<file path="src/rtl/fifo_loss_pkg.sv">
package fifo_loss_pkg;

  // Position of each exception class in the pulse vector
  typedef enum int unsigned {
    EXC_OVERFLOW     = 0,
    EXC_UNDERFLOW    = 1,
    EXC_STATE        = 2,
    EXC_WR_NOT_READY = 3
  } exc_e;

  localparam int unsigned NUM_EXC = 4;

  // Class membership of each pulse line
  localparam logic [NUM_EXC-1:0] FATAL_MASK = 4'b0111;
  localparam logic [NUM_EXC-1:0] RECOV_MASK = 4'b1000;

endpackage

</file>
<file path="src/rtl/fifo_loss_detect.sv">
module fifo_loss_detect
  import fifo_loss_pkg::*;
#(
  parameter bit PACKER_MODE = 1'b0
) (
  input  logic               sf_push_i,
  input  logic               sf_full_i,
  input  logic               sf_pop_i,
  input  logic               sf_pop_valid_i,
  input  logic               pk_push_i,
  input  logic               pk_push_ready_i,
  input  logic               pk_full_i,
  input  logic               pk_pop_i,
  input  logic               pk_pop_valid_i,
  output logic [NUM_EXC-1:0] cond_o
);

  generate
    if (PACKER_MODE) begin : g_packer
      logic unused_sf;
      assign unused_sf = ^{sf_push_i, sf_full_i, sf_pop_i, sf_pop_valid_i};

      always_comb begin
        cond_o                   = '0;
        cond_o[EXC_OVERFLOW]     = pk_push_i & pk_full_i;
        cond_o[EXC_UNDERFLOW]    = pk_pop_i & ~pk_pop_valid_i;
        cond_o[EXC_STATE]        = pk_full_i & ~pk_pop_valid_i;
        cond_o[EXC_WR_NOT_READY] = pk_push_i & ~pk_push_ready_i;
      end
    end else begin : g_sync
      logic unused_pk;
      assign unused_pk = ^{pk_push_i, pk_push_ready_i, pk_full_i,
                           pk_pop_i, pk_pop_valid_i};

      always_comb begin
        cond_o                   = '0;
        cond_o[EXC_OVERFLOW]     = sf_push_i & sf_full_i;
        cond_o[EXC_UNDERFLOW]    = sf_pop_i & ~sf_pop_valid_i;
        cond_o[EXC_STATE]        = sf_full_i & ~sf_pop_valid_i;
        cond_o[EXC_WR_NOT_READY] = 1'b0;
      end
    end
  endgenerate

endmodule

</file>
<file path="src/rtl/fifo_loss_pulse_reg.sv">
module fifo_loss_pulse_reg #(
  parameter int unsigned WIDTH = 4
) (
  input  logic             clk_i,
  input  logic             rst_i,
  input  logic [WIDTH-1:0] cond_i,
  output logic [WIDTH-1:0] pulse_o
);

  always_ff @(posedge clk_i) begin
    if (rst_i) pulse_o <= '0;
    else       pulse_o <= cond_i;
  end

endmodule

</file>
<file path="src/rtl/fifo_loss_alert_latch.sv">
module fifo_loss_alert_latch #(
  parameter int unsigned      WIDTH = 4,
  parameter logic [WIDTH-1:0] MASK  = '1
) (
  input  logic             clk_i,
  input  logic             rst_i,
  input  logic [WIDTH-1:0] pulse_i,
  input  logic             clr_i,
  output logic             alert_o
);

  logic hit;
  assign hit = |(pulse_i & MASK);

  // A new event in the clear cycle wins, so no event is dropped
  always_ff @(posedge clk_i) begin
    if (rst_i) alert_o <= 1'b0;
    else       alert_o <= (alert_o & ~clr_i) | hit;
  end

endmodule

</file>
<file path="src/rtl/fifo_loss_monitor.sv">
module fifo_loss_monitor
  import fifo_loss_pkg::*;
#(
  parameter bit PACKER_MODE = 1'b0
) (
  input  logic               clk_i,
  input  logic               rst_i,
  input  logic               sf_push_i,
  input  logic               sf_full_i,
  input  logic               sf_pop_i,
  input  logic               sf_pop_valid_i,
  input  logic               pk_push_i,
  input  logic               pk_push_ready_i,
  input  logic               pk_full_i,
  input  logic               pk_pop_i,
  input  logic               pk_pop_valid_i,
  input  logic               alert_clr_i,
  output logic [NUM_EXC-1:0] err_pulse_o,
  output logic               fatal_alert_o,
  output logic               recov_alert_o
);

  logic [NUM_EXC-1:0] cond;

  fifo_loss_detect #(.PACKER_MODE(PACKER_MODE)) u_detect (
    .sf_push_i       (sf_push_i),
    .sf_full_i       (sf_full_i),
    .sf_pop_i        (sf_pop_i),
    .sf_pop_valid_i  (sf_pop_valid_i),
    .pk_push_i       (pk_push_i),
    .pk_push_ready_i (pk_push_ready_i),
    .pk_full_i       (pk_full_i),
    .pk_pop_i        (pk_pop_i),
    .pk_pop_valid_i  (pk_pop_valid_i),
    .cond_o          (cond)
  );

  fifo_loss_pulse_reg #(.WIDTH(NUM_EXC)) u_pulse (
    .clk_i   (clk_i),
    .rst_i   (rst_i),
    .cond_i  (cond),
    .pulse_o (err_pulse_o)
  );

  fifo_loss_alert_latch #(.WIDTH(NUM_EXC), .MASK(FATAL_MASK)) u_fatal (
    .clk_i   (clk_i),
    .rst_i   (rst_i),
    .pulse_i (err_pulse_o),
    .clr_i   (alert_clr_i),
    .alert_o (fatal_alert_o)
  );

  fifo_loss_alert_latch #(.WIDTH(NUM_EXC), .MASK(RECOV_MASK)) u_recov (
    .clk_i   (clk_i),
    .rst_i   (rst_i),
    .pulse_i (err_pulse_o),
    .clr_i   (alert_clr_i),
    .alert_o (recov_alert_o)
  );

endmodule

</file>
<file path="config.mk">
export PLATFORM = sky130hd
export DESIGN_NAME = fifo_loss_monitor
export DESIGN_NICKNAME = d
export VERILOG_FILES = /design/src/rtl/fifo_loss_pkg.sv /design/src/rtl/fifo_loss_detect.sv /design/src/rtl/fifo_loss_pulse_reg.sv /design/src/rtl/fifo_loss_alert_latch.sv /design/src/rtl/fifo_loss_monitor.sv
export SDC_FILE = /design/constraint.sdc
export NUM_CORES = 1
export LEC_CHECK = 0
export BUFFER_PORTS_ARGS = -buffer_cell sky130_fd_sc_hd__buf_2
export CORE_AREA = 3 3 40 42
export CTS_CLUSTER_SIZE = 10
export DETAILED_ROUTE_END_ITERATION = 6
export DIE_AREA = 0 0 43 45
export GPL_TIMING_DRIVEN = 0
export HOLD_SLACK_MARGIN = 0.12
export PLACE_DENSITY = 0.45
export SLEW_MARGIN = 5
export SYNTH_ARGS = -nofsm -noshare
export SYNTH_HDL_FRONTEND = slang
export SYNTH_SLANG_ARGS = --single-unit
</file>
<file path="constraint.sdc">
create_clock -name clk_i -period 0.8 [get_ports clk_i]
set_input_delay 0.16 -clock clk_i [delete_from_list [all_inputs] [get_ports clk_i]]
set_output_delay 0.16 -clock clk_i [all_outputs]
set_load 0.01 [all_outputs]
</file>
==> results.md <==
Route:
- The via count is 153.
- The detail route stage leaves a number of antenna-violating nets equal to 0.
- The detailed-routing iteration count for the pre-antenna-repair pass is 1.
- The DRC violation count after routing is 0.
- The final layout contains routed wiring with a total length of 412 microns.
- The mean number of vias per cell is 3.40.
- In the final routed layout, each cell accounts on average for 9.16 microns.
- The number of design-rule violations left by the first detailed-router iteration is 0.

Global routing:
- The maximum number of pins on one net before global-route repair is 6.
- The global-route wire length before repair is 683 microns.
- The via count of the first global-routing pass was 160.
- The number of antenna violations at the first check in global routing came to 0.
- Global routing finished with a remaining overflow of 0.
- Across every metal layer, demand over resource in global routing totals 5.34%.

Setup path:
- The data arrival time of the critical path is 0.67 ns.
- Among all stages on the critical path, the largest delay is contributed by dfxtp_2.
- The critical path in this run is classified as register to output pin.
- The critical path buffer and inverter count is 1.
- Traced cell by cell, the critical path runs through buf_6.
- The kind of cell with the highest combined delay along the critical path is flip-flops.
- In this design, the stage delay of the slowest critical-path cell is 0.32 ns.
- STA classifies the critical path endpoint as an output pin.
- The kind of start point of the critical path is a register.
- The maximum fanout count along the critical path is 2.
- The data required time of the worst path is 0.64 ns.

Logic synthesis:
- The commonest register cell after synthesis is dfxtp_1.
- Counting flops and latches in the post-synthesis netlist gives 5.
- By area the synthesized netlist is led by dfxtp_1 63%, nor3b_1 14%, buf_4 4.8%.
- The post-synthesis instance area is 158 sq um.
- The Yosys warning count is 0.
- Counting every net in the synthesized netlist gives 27.
- In this run, synthesis inferred 0 flip-flops with an integrated enable.
- The top cell type by area accounts for 63.5% of the synthesized area.
- The post-synthesis async set-or-reset flop share is 0%.
- The gate count after technology mapping is 15.
- The sequential cell area fraction in the yosys report is 63.5%.
- The count of different cell masters after synthesis is 9.
- The cell with the most instances after synthesis is dfxtp_1.
- Counting instances in the post-synthesis netlist gives the leading cell types as 5 x dfxtp_1, 3 x nor3b_1.
- In this run the mean area of a mapped cell was 10.5 sq um.
- The largest area contributor in the netlist is dfxtp_1.

STA:
- Setup violations remaining at the end of the flow were counted as 5.
- The final worst setup slack is -0.0344 ns.
- The smallest clock period supported by the final layout is computed as 0.834 ns.
- The number of max-slew violations in the final report is 0.
- Setup repair after global routing could not meet its margin everywhere.
- After layout, the worst path uses 104% of the clock period.
- The top achievable clock speed is 1.20 GHz.
- The clock arrives with 0.00460 ns of skew.
- The number of failing hold endpoints at the final stage is 0.

Outcome:
- The flow ran to the end, but the final reports show violations.
- The final reports fail on setup timing.

Floorplan:
- During I/O placement, the number of pins put on the boundary was 18.
- The standard cell core area is 1280 sq um.
- The die covers 1940 sq um.
- The initialized floorplan defines 13 standard-cell rows.
- Measured along the y axis, the die boundary spans 45 microns.
- The width of the die is 43 microns.
- Once the floorplan was initialized, standard cells occupied 12.3% of the core.

Pwr:
- The total power is 630 uW.
- The worst-case IR drop observed on VDD is 0.518 mV.
- In this run the static leakage power is 0.000133 uW.
- The total power density per cell area is 2130 nW/um^2.

Hold path:
- The class of the worst hold path is input port to register.

Clock tree:
- For this design, the sink count on the clock tree is 5.
- The clock tree buffer depth is 2.
- After clock tree synthesis, the clock-pin slew on the worst setup and hold paths is 0.05 ns.
- Post-CTS timing repair inserted 0 buffers for setup.
- The clock tree root driver cell is clkbuf_4.
- In this run the number of H-tree levels came out at 1.
- The number of buffers added to fix hold violations after cts is 1.
- The clock reaches the later pin of the worst-skew pair after 0.24 ns.
- The number of buffers inserted during clock tree synthesis is 3.
- TritonCTS built the clock tree.

Placed design:
- Once placement finished, the instance area stood at 231 sq um.
- Port buffering added 11 buffers.
- The final weighted congestion in routability-driven placement is 0.643.

Finish:
- With fillers left out, the area of the finished cells amounts to 295 sq um.
- The antenna diode count is 0.
- The net count of the finished layout is 43.
- Relative to the synthesized area, the layout overhead comes to 87.3%.
- Of the cells placed in the final design, the portion with a size suffix greater than 1 is 66.7%.

Flow run:
- The number of max-capacitance violations reported is 0.
[per-layer routing]
layer	GRT usage, %	wire [microns]	part of all wire [%]	vias to the layer above
met5	0	0	0	-
met4	1.81	0	0	0
met3	6.37	99	24	0
met2	7.19	143	35	16
met1	5.10	169	41	61
li1	-	-	-	76
[final cells by class]
class                           instances  area [sq um]
Timing Repair Buffer                   11          86.3
Clock buffer                            4          26.3
Buffer                                  1          7.51
Sequential cell                         5           106
Tap cell                               15          18.8
Fill cell                             138           990
Multi-Input combinational cell          9          50.0
[sequential cells by signal, indices dropped and copies added (netlist names)]
register / cells
u_recov.alert_o: 1
u_pulse.pulse_o: 3
u_fatal.alert_o: 1
[path summary, 6_finish.rpt]
kind | startpoint | to | slack [ns] | cells past startpoint
worst max-delay path | u_pulse.pulse_o[0] | err_pulse_o[0] | -0.03 | 1
worst max register to register | u_pulse.pulse_o[2] | u_fatal.alert_o | 0.12 | 2
worst min register to register | u_fatal.alert_o | u_fatal.alert_o | 0.48 | 2
worst min-delay path | alert_clr_i | u_recov.alert_o | 0.07 | 2
[stage by stage]
step,utilization [%],hold WS [ns],worst slack [ns],setup TNS (ns),std cells
finish,23.0,0.0748,-0.0344,-0.165,45
global route,23.0,0.0750,-0.0703,-0.308,45
CTS,23.2,0.0707,-0.0591,-0.240,46
detailed placement,18.0,0.339,0.138,0,41
global placement,18.0,0.341,0.136,0,41
floorplan,-,0.229,0.116,0,15
[cell families after synthesis]
| kind of cell | Yosys count | share of synthesized area [%] |
|---|---|---|
| AOI/OAI and AO/OA | 1 | 3.17 |
| other | 1 | 2.38 |
| buffers and inverters | 1 | 4.76 |
| and+or+nand+nor | 7 | 26.2 |
| DFF | 5 | 63.5 |
[repair_timing]
action	CTS	global route
endpoints found under the hold margin	4	3
setup endpoints to repair	5	6
resized for setup	8	2
[power breakdown]
part           internal (uW)  switching, uW
registers                262           7.43
logic                   38.3           23.5
clock network            189            110
[cell usage in the layout (no fill, tap or decap)]
master,instances
buf_6,5
nand2_1,1
clkbuf_1,1
buf_4,1
nand2b_1,1
clkbuf_4,3
a21oi_1,1
conb_1,1
buf_2,6
nor2_1,1
dfxtp_2,5
nor3_1,1
nor3b_1,3
No activity file was read; power rests on OpenSTA's default activity.
